`config.mk`:
```
export PLATFORM = sky130hd
export DESIGN_NAME = slot_select_decoder
export DESIGN_NICKNAME = d
export VERILOG_FILES = /design/src/rtl/slotdec_pkg.sv /design/src/rtl/slot_region_gate.sv /design/src/rtl/slot_line_decoder.sv /design/src/rtl/slot_out_stage.sv /design/src/rtl/slot_select_decoder.sv
export SDC_FILE = /design/constraint.sdc
export NUM_CORES = 1
export LEC_CHECK = 0
export ABC_CLOCK_PERIOD_IN_PS = 2600
export BUFFER_PORTS_ARGS = -buffer_cell sky130_fd_sc_hd__buf_4
export CAP_MARGIN = 0
export CORE_AREA = 3 3 40 42
export DETAILED_ROUTE_END_ITERATION = 12
export DIE_AREA = 0 0 43 45
export MAX_ROUTING_LAYER = met4
export PLACE_DENSITY = 0.68
export SLEW_MARGIN = 20
export SYNTH_ARGS = -nofsm -noshare
export SYNTH_HDL_FRONTEND = slang
export SYNTH_HIERARCHICAL = 1
export SYNTH_SLANG_ARGS = --single-unit
export TNS_END_PERCENT = 30
```
`constraint.sdc`:
```
create_clock -name vclk -period 2.6
set_clock_uncertainty 0.1 [all_clocks]
set_input_delay 0.26 -clock vclk [all_inputs]
set_output_delay 0.26 -clock vclk [all_outputs]
set_load 0.01 [all_outputs]
```
`src/rtl/slotdec_pkg.sv`:
```
package slotdec_pkg;

    // Bus geometry: register window, slot field and region tag, low to high
    parameter int WIN_W  = 16;
    parameter int SLOT_W = 4;
    parameter int TAG_W  = 4;
    parameter int STRB_W = 4;

    localparam int ADDR_W    = WIN_W + SLOT_W + TAG_W;
    localparam int NUM_SLOTS = 1 << SLOT_W;
    localparam int SLOT_LSB  = WIN_W;
    localparam int TAG_LSB   = WIN_W + SLOT_W;

    typedef logic [ADDR_W-1:0]    addr_t;
    typedef logic [TAG_W-1:0]     tag_t;
    typedef logic [SLOT_W-1:0]    slot_t;
    typedef logic [STRB_W-1:0]    wstrb_t;
    typedef logic [NUM_SLOTS-1:0] sel_vec_t;

    // One bus cycle as seen by the backplane
    typedef struct packed {
        addr_t  addr;
        wstrb_t wstrb;
        logic   rd;
    } bus_cycle_t;

    // Result of the region and strobe qualification
    typedef struct packed {
        logic  enable;
        slot_t slot;
        logic  conflict;
    } decode_t;

    function automatic tag_t addr_tag(input addr_t a);
        return a[TAG_LSB +: TAG_W];
    endfunction

    function automatic slot_t addr_slot(input addr_t a);
        return a[SLOT_LSB +: SLOT_W];
    endfunction

    function automatic logic any_strobe(input bus_cycle_t c);
        return c.rd | (|c.wstrb);
    endfunction

    function automatic logic both_strobes(input bus_cycle_t c);
        return c.rd & (|c.wstrb);
    endfunction

endpackage

```
`src/rtl/slot_region_gate.sv`:
```
module slot_region_gate
    import slotdec_pkg::*;
#(
    parameter tag_t IO_TAG = tag_t'(4'h4)
) (
    input  bus_cycle_t cyc,
    output decode_t    dec
);

    logic tag_hit;
    logic strobe_on;

    always_comb begin
        tag_hit      = (addr_tag(cyc.addr) == IO_TAG);
        strobe_on    = any_strobe(cyc);
        dec.enable   = tag_hit & strobe_on;
        dec.slot     = addr_slot(cyc.addr);
        dec.conflict = both_strobes(cyc);
    end

endmodule

```
`src/rtl/slot_line_decoder.sv`:
```
module slot_line_decoder
    import slotdec_pkg::*;
(
    input  decode_t  dec,
    output sel_vec_t sel_n
);

    for (genvar g = 0; g < NUM_SLOTS; g++) begin : g_line
        assign sel_n[g] = ~(dec.enable & (dec.slot == slot_t'(g)));
    end

endmodule

```
`src/rtl/slot_out_stage.sv`:
```
module slot_out_stage
    import slotdec_pkg::*;
#(
    parameter bit REGISTERED = 1'b0
) (
    input  logic     clk,
    input  logic     rst,
    input  sel_vec_t sel_n_d,
    input  logic     conflict_d,
    output sel_vec_t sel_n_q,
    output logic     conflict_q
);

    if (REGISTERED) begin : g_reg
        always_ff @(posedge clk) begin
            if (rst) begin
                sel_n_q    <= '1;
                conflict_q <= 1'b0;
            end else begin
                sel_n_q    <= sel_n_d;
                conflict_q <= conflict_d;
            end
        end

        // reset leaves the registered outputs idle
        p_reset_idle_r8: assert property (@(posedge clk)
            rst |=> (&sel_n_q && !conflict_q));
    end else begin : g_comb
        assign sel_n_q    = sel_n_d;
        assign conflict_q = conflict_d;

        // The combinational variant never touches its clock domain
        logic unused_ok;
        assign unused_ok = clk ^ rst;
    end

endmodule

```
`src/rtl/slot_select_decoder.sv`:
```
module slot_select_decoder
    import slotdec_pkg::*;
#(
    parameter tag_t IO_TAG     = tag_t'(4'h4),
    parameter bit   REGISTERED = 1'b0
) (
    input  logic                 clk,
    input  logic                 rst,
    input  logic [ADDR_W-1:0]    bus_addr,
    input  logic [STRB_W-1:0]    bus_wstrb,
    input  logic                 bus_rstrb,
    output logic [NUM_SLOTS-1:0] slot_sel_n,
    output logic                 strobe_conflict
);

    bus_cycle_t cyc;
    decode_t    dec;
    sel_vec_t   sel_n_raw;

    assign cyc.addr  = bus_addr;
    assign cyc.wstrb = bus_wstrb;
    assign cyc.rd    = bus_rstrb;

    slot_region_gate #(.IO_TAG(IO_TAG)) u_gate (
        .cyc (cyc),
        .dec (dec)
    );

    slot_line_decoder u_lines (
        .dec   (dec),
        .sel_n (sel_n_raw)
    );

    slot_out_stage #(.REGISTERED(REGISTERED)) u_out (
        .clk        (clk),
        .rst        (rst),
        .sel_n_d    (sel_n_raw),
        .conflict_d (dec.conflict),
        .sel_n_q    (slot_sel_n),
        .conflict_q (strobe_conflict)
    );

    // never two cards selected together
    p_one_card_r5: assert property (@(posedge clk) disable iff (rst)
        $onehot0(~slot_sel_n));

    if (REGISTERED) begin : g_chk_reg
        p_tag_gate_r1: assert property (@(posedge clk) disable iff (rst)
            (addr_tag(bus_addr) != IO_TAG) |=> &slot_sel_n);
        p_idle_r3: assert property (@(posedge clk) disable iff (rst)
            (!bus_rstrb && bus_wstrb == '0) |=> &slot_sel_n);
        p_hit_r2: assert property (@(posedge clk) disable iff (rst)
            (addr_tag(bus_addr) == IO_TAG && (bus_rstrb || |bus_wstrb))
            |=> !slot_sel_n[$past(addr_slot(bus_addr))]);
        p_conflict_r6: assert property (@(posedge clk) disable iff (rst)
            (addr_tag(bus_addr) == IO_TAG && bus_rstrb && |bus_wstrb)
            |=> (strobe_conflict && !(&slot_sel_n)));
    end else begin : g_chk_comb
        p_tag_gate_r1: assert property (@(posedge clk) disable iff (rst)
            (addr_tag(bus_addr) != IO_TAG) |-> &slot_sel_n);
        p_idle_r3: assert property (@(posedge clk) disable iff (rst)
            (!bus_rstrb && bus_wstrb == '0) |-> &slot_sel_n);
        p_hit_r2: assert property (@(posedge clk) disable iff (rst)
            (addr_tag(bus_addr) == IO_TAG && (bus_rstrb || |bus_wstrb))
            |-> !slot_sel_n[addr_slot(bus_addr)]);
        p_conflict_r6: assert property (@(posedge clk) disable iff (rst)
            (addr_tag(bus_addr) == IO_TAG && bus_rstrb && |bus_wstrb)
            |-> (strobe_conflict && !(&slot_sel_n)));
    end

endmodule

```
==> out/qor.csv, run 1 <==
metric;value;unit
yosys.area_share.adder;0;%
synth_compound_area_share;2.42;%
floorplan.core_area;1280;µm²
final_period_minus_worst_setup_slack;1.94;ns
arrival;1.58;ns
power.static_leakage;0.177;nW
synthesis.instances;48;
layout-drive-gt1-share;57.9;%
synth_nets;79;
layout.cells.most_common_list;30 x sky130_fd_sc_hd__buf_4, 12 x sky130_fd_sc_hd__nand2_1, 4 x sky130_fd_sc_hd__nand3_1;
dp_hpwl;718;µm
worst_setup_path_startpoint;bus_wstrb[1];
route.detailed.vias_per_inst;4.19;
end_kind;output port;
min_period_over_period;74.7;%
via_count;302;
drt_wl_total;815;µm
grt-ovfl-total;0;
tightest_slew;0.305;ns
yosysWarningCount;6;
vdd_ir_drop_max;0.0000279;V
setup_viol;0;
yosysUniqueCellTypes;12;
detailedRoute.firstIterationViolations;5;
area_of_the_mapped_netlist;310;µm²
biggest_fanout_along_the_worst_timing_path;4;
maxCapViolations;0;
syn2layout_area_growth;27.8;%
globalRouteTotalUtil;8.45;%
grt_start_max_net_pins;8;
instances_no_fill;72;
drt-wirelength-per-cell;11.3;µm
grt_first_pass_wirelength;1250;µm
critical_path_required;2.24;ns
crit_type;in2out;
status;completed;
unrepaired_setup_endpoints_after_global_routing;false;
max_stage_delay;0.54;ns
hold_ws;0.725;ns
min_path_cells;3;
drc;0;
worst_slew_margin_relative_to_its_limit;79.6;%
initial_core_util;24.1;%
detailedRoute.firstPassIterationCount;2;
cts_resized;0;
synth.avg_cell_area;6.46;µm²
final_nets;90;
most_common_cell_after_layout_fill_and_taps_aside;sky130_fd_sc_hd__buf_4;
finalWeightedCongestion;0.663;
placement_rows;13;
io_buffers;30;
power.density;75.7;nW/µm²
synth-seq-area-share;0;%
grt_pass1_vias;269;
placed_cells;72;
synth_xor_xnor_area_share;0;%
final.clkbuf_count;0;
maxSlewViolCount;0;
die-area;1940;µm²
count_of_boundary_i_o_pins;48;
die_width;43;µm
worstHoldStart;bus_addr[19];
timing.critical_path.mode_cell;sky130_fd_sc_hd__buf_4;
fp.dieH;45;µm
clock.fmax;515;MHz
post_synth_mux_area_share;0;%
path_cells;buf_4 > or4_1 > o21a_1 > and3b_1 > nand3_1 > buf_4;
count_of_sequential_standard_cells;0;
layout.area.seq;0;µm²
num_antenna_cells;0;
start_kind;primary input;
min-delay-path-class;in2out;
hold_viol_final;0;
combinational_family_with_the_most_area_after_synthesis;buffers and inverters;
final_antenna_net_count;0;
antenna_found_initial;0;
slowest_stage;sky130_fd_sc_hd__or4_1;
post_cts.repair.setup_buffers;0;
yosys.area_share.simple;46.8;%
fin_setup_tns;0;ns
worst_hold_path.endpoint;slot_sel_n[15];
cts-hold-fix-buffers;0;
==> power by group <==
part | switching, mW | total, mW | leakage (nW) | internal [mW]
sequential | 0 | 0 | 0 | 0
clock | 0 | 0 | 0 | 0
combinational | 0.0115 | 0.0300 | 0.177 | 0.0185
total | 0.0115 | 0.0300 | 0.177 | 0.0185
==> cells by family (layout without fill, tap and decap cells) <==
group | count (synthesis) | after routing
AOI/OAI and AO/OA | 1 | 1
and+or+nand+nor | 26 | 26
buffers and inverters | 21 | 30
==> layer usage <==
| metal | global-route usage [%] | vias to the layer above | routed length [µm] |
|---|---|---|---|
| met5 | - | - | 0 |
| met4 | 0 | 0 | 0 |
| met3 | 0.398 | 0 | 69 |
| met2 | 15.6 | 13 | 449 |
| met1 | 11.0 | 134 | 297 |
| li1 | - | 155 | - |
==> cell usage after synthesis <==
library cell | count | area share, %
sky130_fd_sc_hd__nor4b_1 | 1 | 2.8
sky130_fd_sc_hd__or4_1 | 1 | 2.4
sky130_fd_sc_hd__nor2_1 | 1 | 1.2
sky130_fd_sc_hd__and3_1 | 1 | 2.0
sky130_fd_sc_hd__o21a_1 | 1 | 2.4
sky130_fd_sc_hd__buf_4 | 21 | 51
sky130_fd_sc_hd__and3b_1 | 2 | 5.6
sky130_fd_sc_hd__nor3b_2 | 1 | 4.0
sky130_fd_sc_hd__nand2_1 | 12 | 15
sky130_fd_sc_hd__nand3_1 | 4 | 6.5
sky130_fd_sc_hd__and2_1 | 1 | 2.0
sky130_fd_sc_hd__and2b_2 | 2 | 5.6
==> how the worst max path moves through the flow <==
stage / to / slack [ns] / depth (start not counted)
floorplan: slot_sel_n[11] / 0.87 / 5
global placement: slot_sel_n[11] / 0.69 / 6
detailed placement: slot_sel_n[14] / 0.67 / 6
CTS: slot_sel_n[14] / 0.67 / 6
global route: slot_sel_n[14] / 0.60 / 6
finish: slot_sel_n[14] / 0.66 / 6
==> critical path: cells and delay by family <==
kind	cells	cell delay (ns)
and+or+nand+nor	3	0.88
buffers and inverters	2	0.23
AOI/OAI and AO/OA	1	0.22
==> per-stage QoR <==
| stage | total power, mW | util (%) | cell area, µm² | worst slack [ns] |
|---|---|---|---|---|
| after floorplan | 0.0175 | - | 310 | 0.867 |
| after global placement | 0.0289 | 30.9 | 397 | 0.694 |
| after detailed placement | 0.0302 | 30.9 | 397 | 0.666 |
| after CTS | 0.0303 | 30.9 | 397 | 0.666 |
| after global routing | 0.0330 | 30.9 | 397 | 0.603 |
| final | 0.0300 | 30.9 | 397 | 0.659 |
==> final cells by class <==
type                            count  area, µm²
Timing Repair Buffer               30        225
Tap cell                           15       18.8
Fill cell                         158        888
Multi-Input combinational cell     27        153
(Power assumes the default switching activity.)
==> inputs of run 2 (changes only) <==
Settings changed: ABC_CLOCK_PERIOD_IN_PS 2600 to 1600, PLACE_DENSITY 0.68 to 0.71.
Clock period 2.6 ns to 1.6 ns, I/O delays scaled along.
==> run 2 against run 1 <==
First-iteration DRC count decreased by 60%. Routed wire length increased by 9.2%. The run now ends with negative setup slack left. Sequential share of layout area unchanged. Worst hold slack got worse by 0.20 ns. Setup slack got worse by 0.76 ns. Critical path depth unchanged. Highest routed layer unchanged. Via count unchanged. Utilization increased by 8.8 points. Power increased by 110%. Non-clock buffer count unchanged.
==> out/qor.csv, run 2 (same netlist as run 1, synthesis figures left out) <==
metric;value;unit;change
placement_rows;13;;unchanged
count_of_sequential_standard_cells;0;;unchanged
end_kind;output port;;unchanged
dp_hpwl;699;µm;was 718 µm
cts-hold-fix-buffers;0;;unchanged
min_period_over_period;106;%;
via_count;302;;unchanged
final_period_minus_worst_setup_slack;1.70;ns;
power.density;122;nW/µm²;was 75.7 nW/µm²
floorplan.core_area;1280;µm²;unchanged
globalRouteTotalUtil;8.45;%;unchanged
syn2layout_area_growth;64.1;%;was 27.8%
grt_first_pass_wirelength;1260;µm;was 1250 µm
drc;0;;unchanged
worst_slew_margin_relative_to_its_limit;83.6;%;was 79.6%
detailedRoute.firstIterationViolations;2;;was 5
grt_start_max_net_pins;8;;unchanged
worst_setup_path_startpoint;bus_wstrb[1];;unchanged
min_path_cells;3;;unchanged
min-delay-path-class;in2out;;unchanged
grt-ovfl-total;0;;unchanged
failed_checks;negative setup slack;;
vdd_ir_drop_max;0.0000635;V;was 0.0000279 V
critical_path_destination;slot_sel_n[1];;was slot_sel_n[14]
most_common_cell_after_layout_fill_and_taps_aside;sky130_fd_sc_hd__buf_4;;unchanged
cell_class_contributing_the_biggest_share_of_worst_path_delay;simple AND/OR/NAND/NOR gates;;unchanged
setup_viol;10;;was 0
io_buffers;30;;unchanged
num_antenna_cells;0;;unchanged
slowest_stage;sky130_fd_sc_hd__or4_4;;was sky130_fd_sc_hd__or4_1
clock.fmax;590;MHz;
start_kind;primary input;;unchanged
final.clkbuf_count;0;;unchanged
crit_buf_inv;2;;unchanged
drt-wirelength-per-cell;12.4;µm;was 11.3 µm
grt_pass1_vias;271;;was 269
critical_path_required;1.34;ns;was 2.24 ns
pre_cts_ws;-0.133;ns;was 0.666 ns
fin_setup_tns;-0.697;ns;was 0 ns
finalWorstSetupSlack;-0.0960;ns;was 0.659 ns
die_width;43;µm;unchanged
layout.cells.most_common_list;17 x sky130_fd_sc_hd__buf_4, 13 x sky130_fd_sc_hd__buf_6, 7 x sky130_fd_sc_hd__nand2_2;;was 30 x sky130_fd_sc_hd__buf_4, 12 x sky130_fd_sc_hd__nand2_1, 4 x sky130_fd_sc_hd__nand3_1
final_nets;90;;unchanged
path_cells;buf_6 > or4_4 > o21a_4 > and3b_2 > nand2_1 > buf_4;;was buf_4 > or4_1 > o21a_1 > and3b_1 > nand3_1 > buf_4
finalWeightedCongestion;0.645;;was 0.663
count_of_boundary_i_o_pins;48;;unchanged
layout.area.seq;0;µm²;unchanged
worstSetupPathDepth;6;;unchanged
arrival;1.44;ns;was 1.58 ns
hold_viol_final;0;;unchanged
fp.dieH;45;µm;unchanged
tightest_slew;0.245;ns;was 0.305 ns
maxCapViolations;0;;unchanged
antenna_found_initial;0;;unchanged
crit_type;in2out;;unchanged
layout-drive-gt1-share;86.0;%;was 57.9%
max_stage_delay;0.53;ns;was 0.54 ns
drt_wl_total;890;µm;was 815 µm
unrepaired_setup_endpoints_after_global_routing;true;;was false
post_cts.repair.setup_buffers;0;;unchanged
die-area;1940;µm²;unchanged
biggest_fanout_along_the_worst_timing_path;4;;unchanged
detailedRoute.firstPassIterationCount;2;;unchanged
final_antenna_net_count;0;;unchanged
route.detailed.vias_per_inst;4.19;;unchanged
multi_input_comb_area;216;µm²;was 153 µm²
initial_core_util;24.1;%;unchanged
status;finished, violations left;;was completed
fillerInstances;141;;was 158
power.static_leakage;0.212;nW;was 0.177 nW
maxSlewViolCount;0;;unchanged
-- run 2: cell counts in the layout (fill, tap and decap cells not counted) --
No cell type changed its count.
-- run 2: area by class of cell --
type	count	area share, %
Multi-Input combinational cell	27	42.5
Timing Repair Buffer	30	53.8
Tap cell	15	3.69
-- run 2: layer usage --
| metal | GRT usage (%) | routed length (µm) |
|---|---|---|
| met1 | 11.0 | 316 |
| met4 | 0 | 0 |
| met5 | - | 0 |
| met2 | 15.9 | 527 |
| met3 | 0 | 47 |
-- run 2: how the worst min path moves through the flow --
stage	slack [ns]	end	start
finish	0.53	slot_sel_n[15]	bus_addr[19]
global route	0.54	slot_sel_n[15]	bus_addr[17]
CTS	0.53	slot_sel_n[11]	bus_addr[17]
detailed placement	0.53	slot_sel_n[15]	bus_addr[19]
global placement	0.52	strobe_conflict	bus_rstrb
floorplan	0.42	strobe_conflict	bus_rstrb
-- run 2: per-stage QoR --
| step | hold slack [ns] | cell area (µm²) | total power [mW] | instances | util [%] |
|---|---|---|---|---|---|
| after global placement | 0.515 | 397 | 0.0472 | 72 | 30.9 |
| after global routing | 0.540 | 509 | 0.0670 | 72 | 39.6 |
| after detailed placement | 0.531 | 397 | 0.0488 | 72 | 30.9 |
| after CTS | 0.526 | 453 | 0.0541 | 72 | 35.2 |
| final | 0.526 | 509 | 0.0619 | 72 | 39.6 |
| after floorplan | 0.421 | 310 | 0.0284 | 48 | - |
-- run 2: tightest hold or removal path, cell delays in order --
cell,delay (ns)
sky130_fd_sc_hd__buf_4,0.14
sky130_fd_sc_hd__nand3_2,0.07
sky130_fd_sc_hd__buf_6,0.09
-- run 2: report_power, final --
part / internal, mW / switching, mW / total, mW
combinational: 0.0357 / 0.0262 / 0.0619
sequential: 0 / 0 / 0
clock: 0 / 0 / 0
-- run 2: what timing repair did --
action                                 CTS  global route
pin swaps                                9             9
resized for setup                       17            14
endpoints found under the hold margin    0             0
setup endpoints to repair               16            16
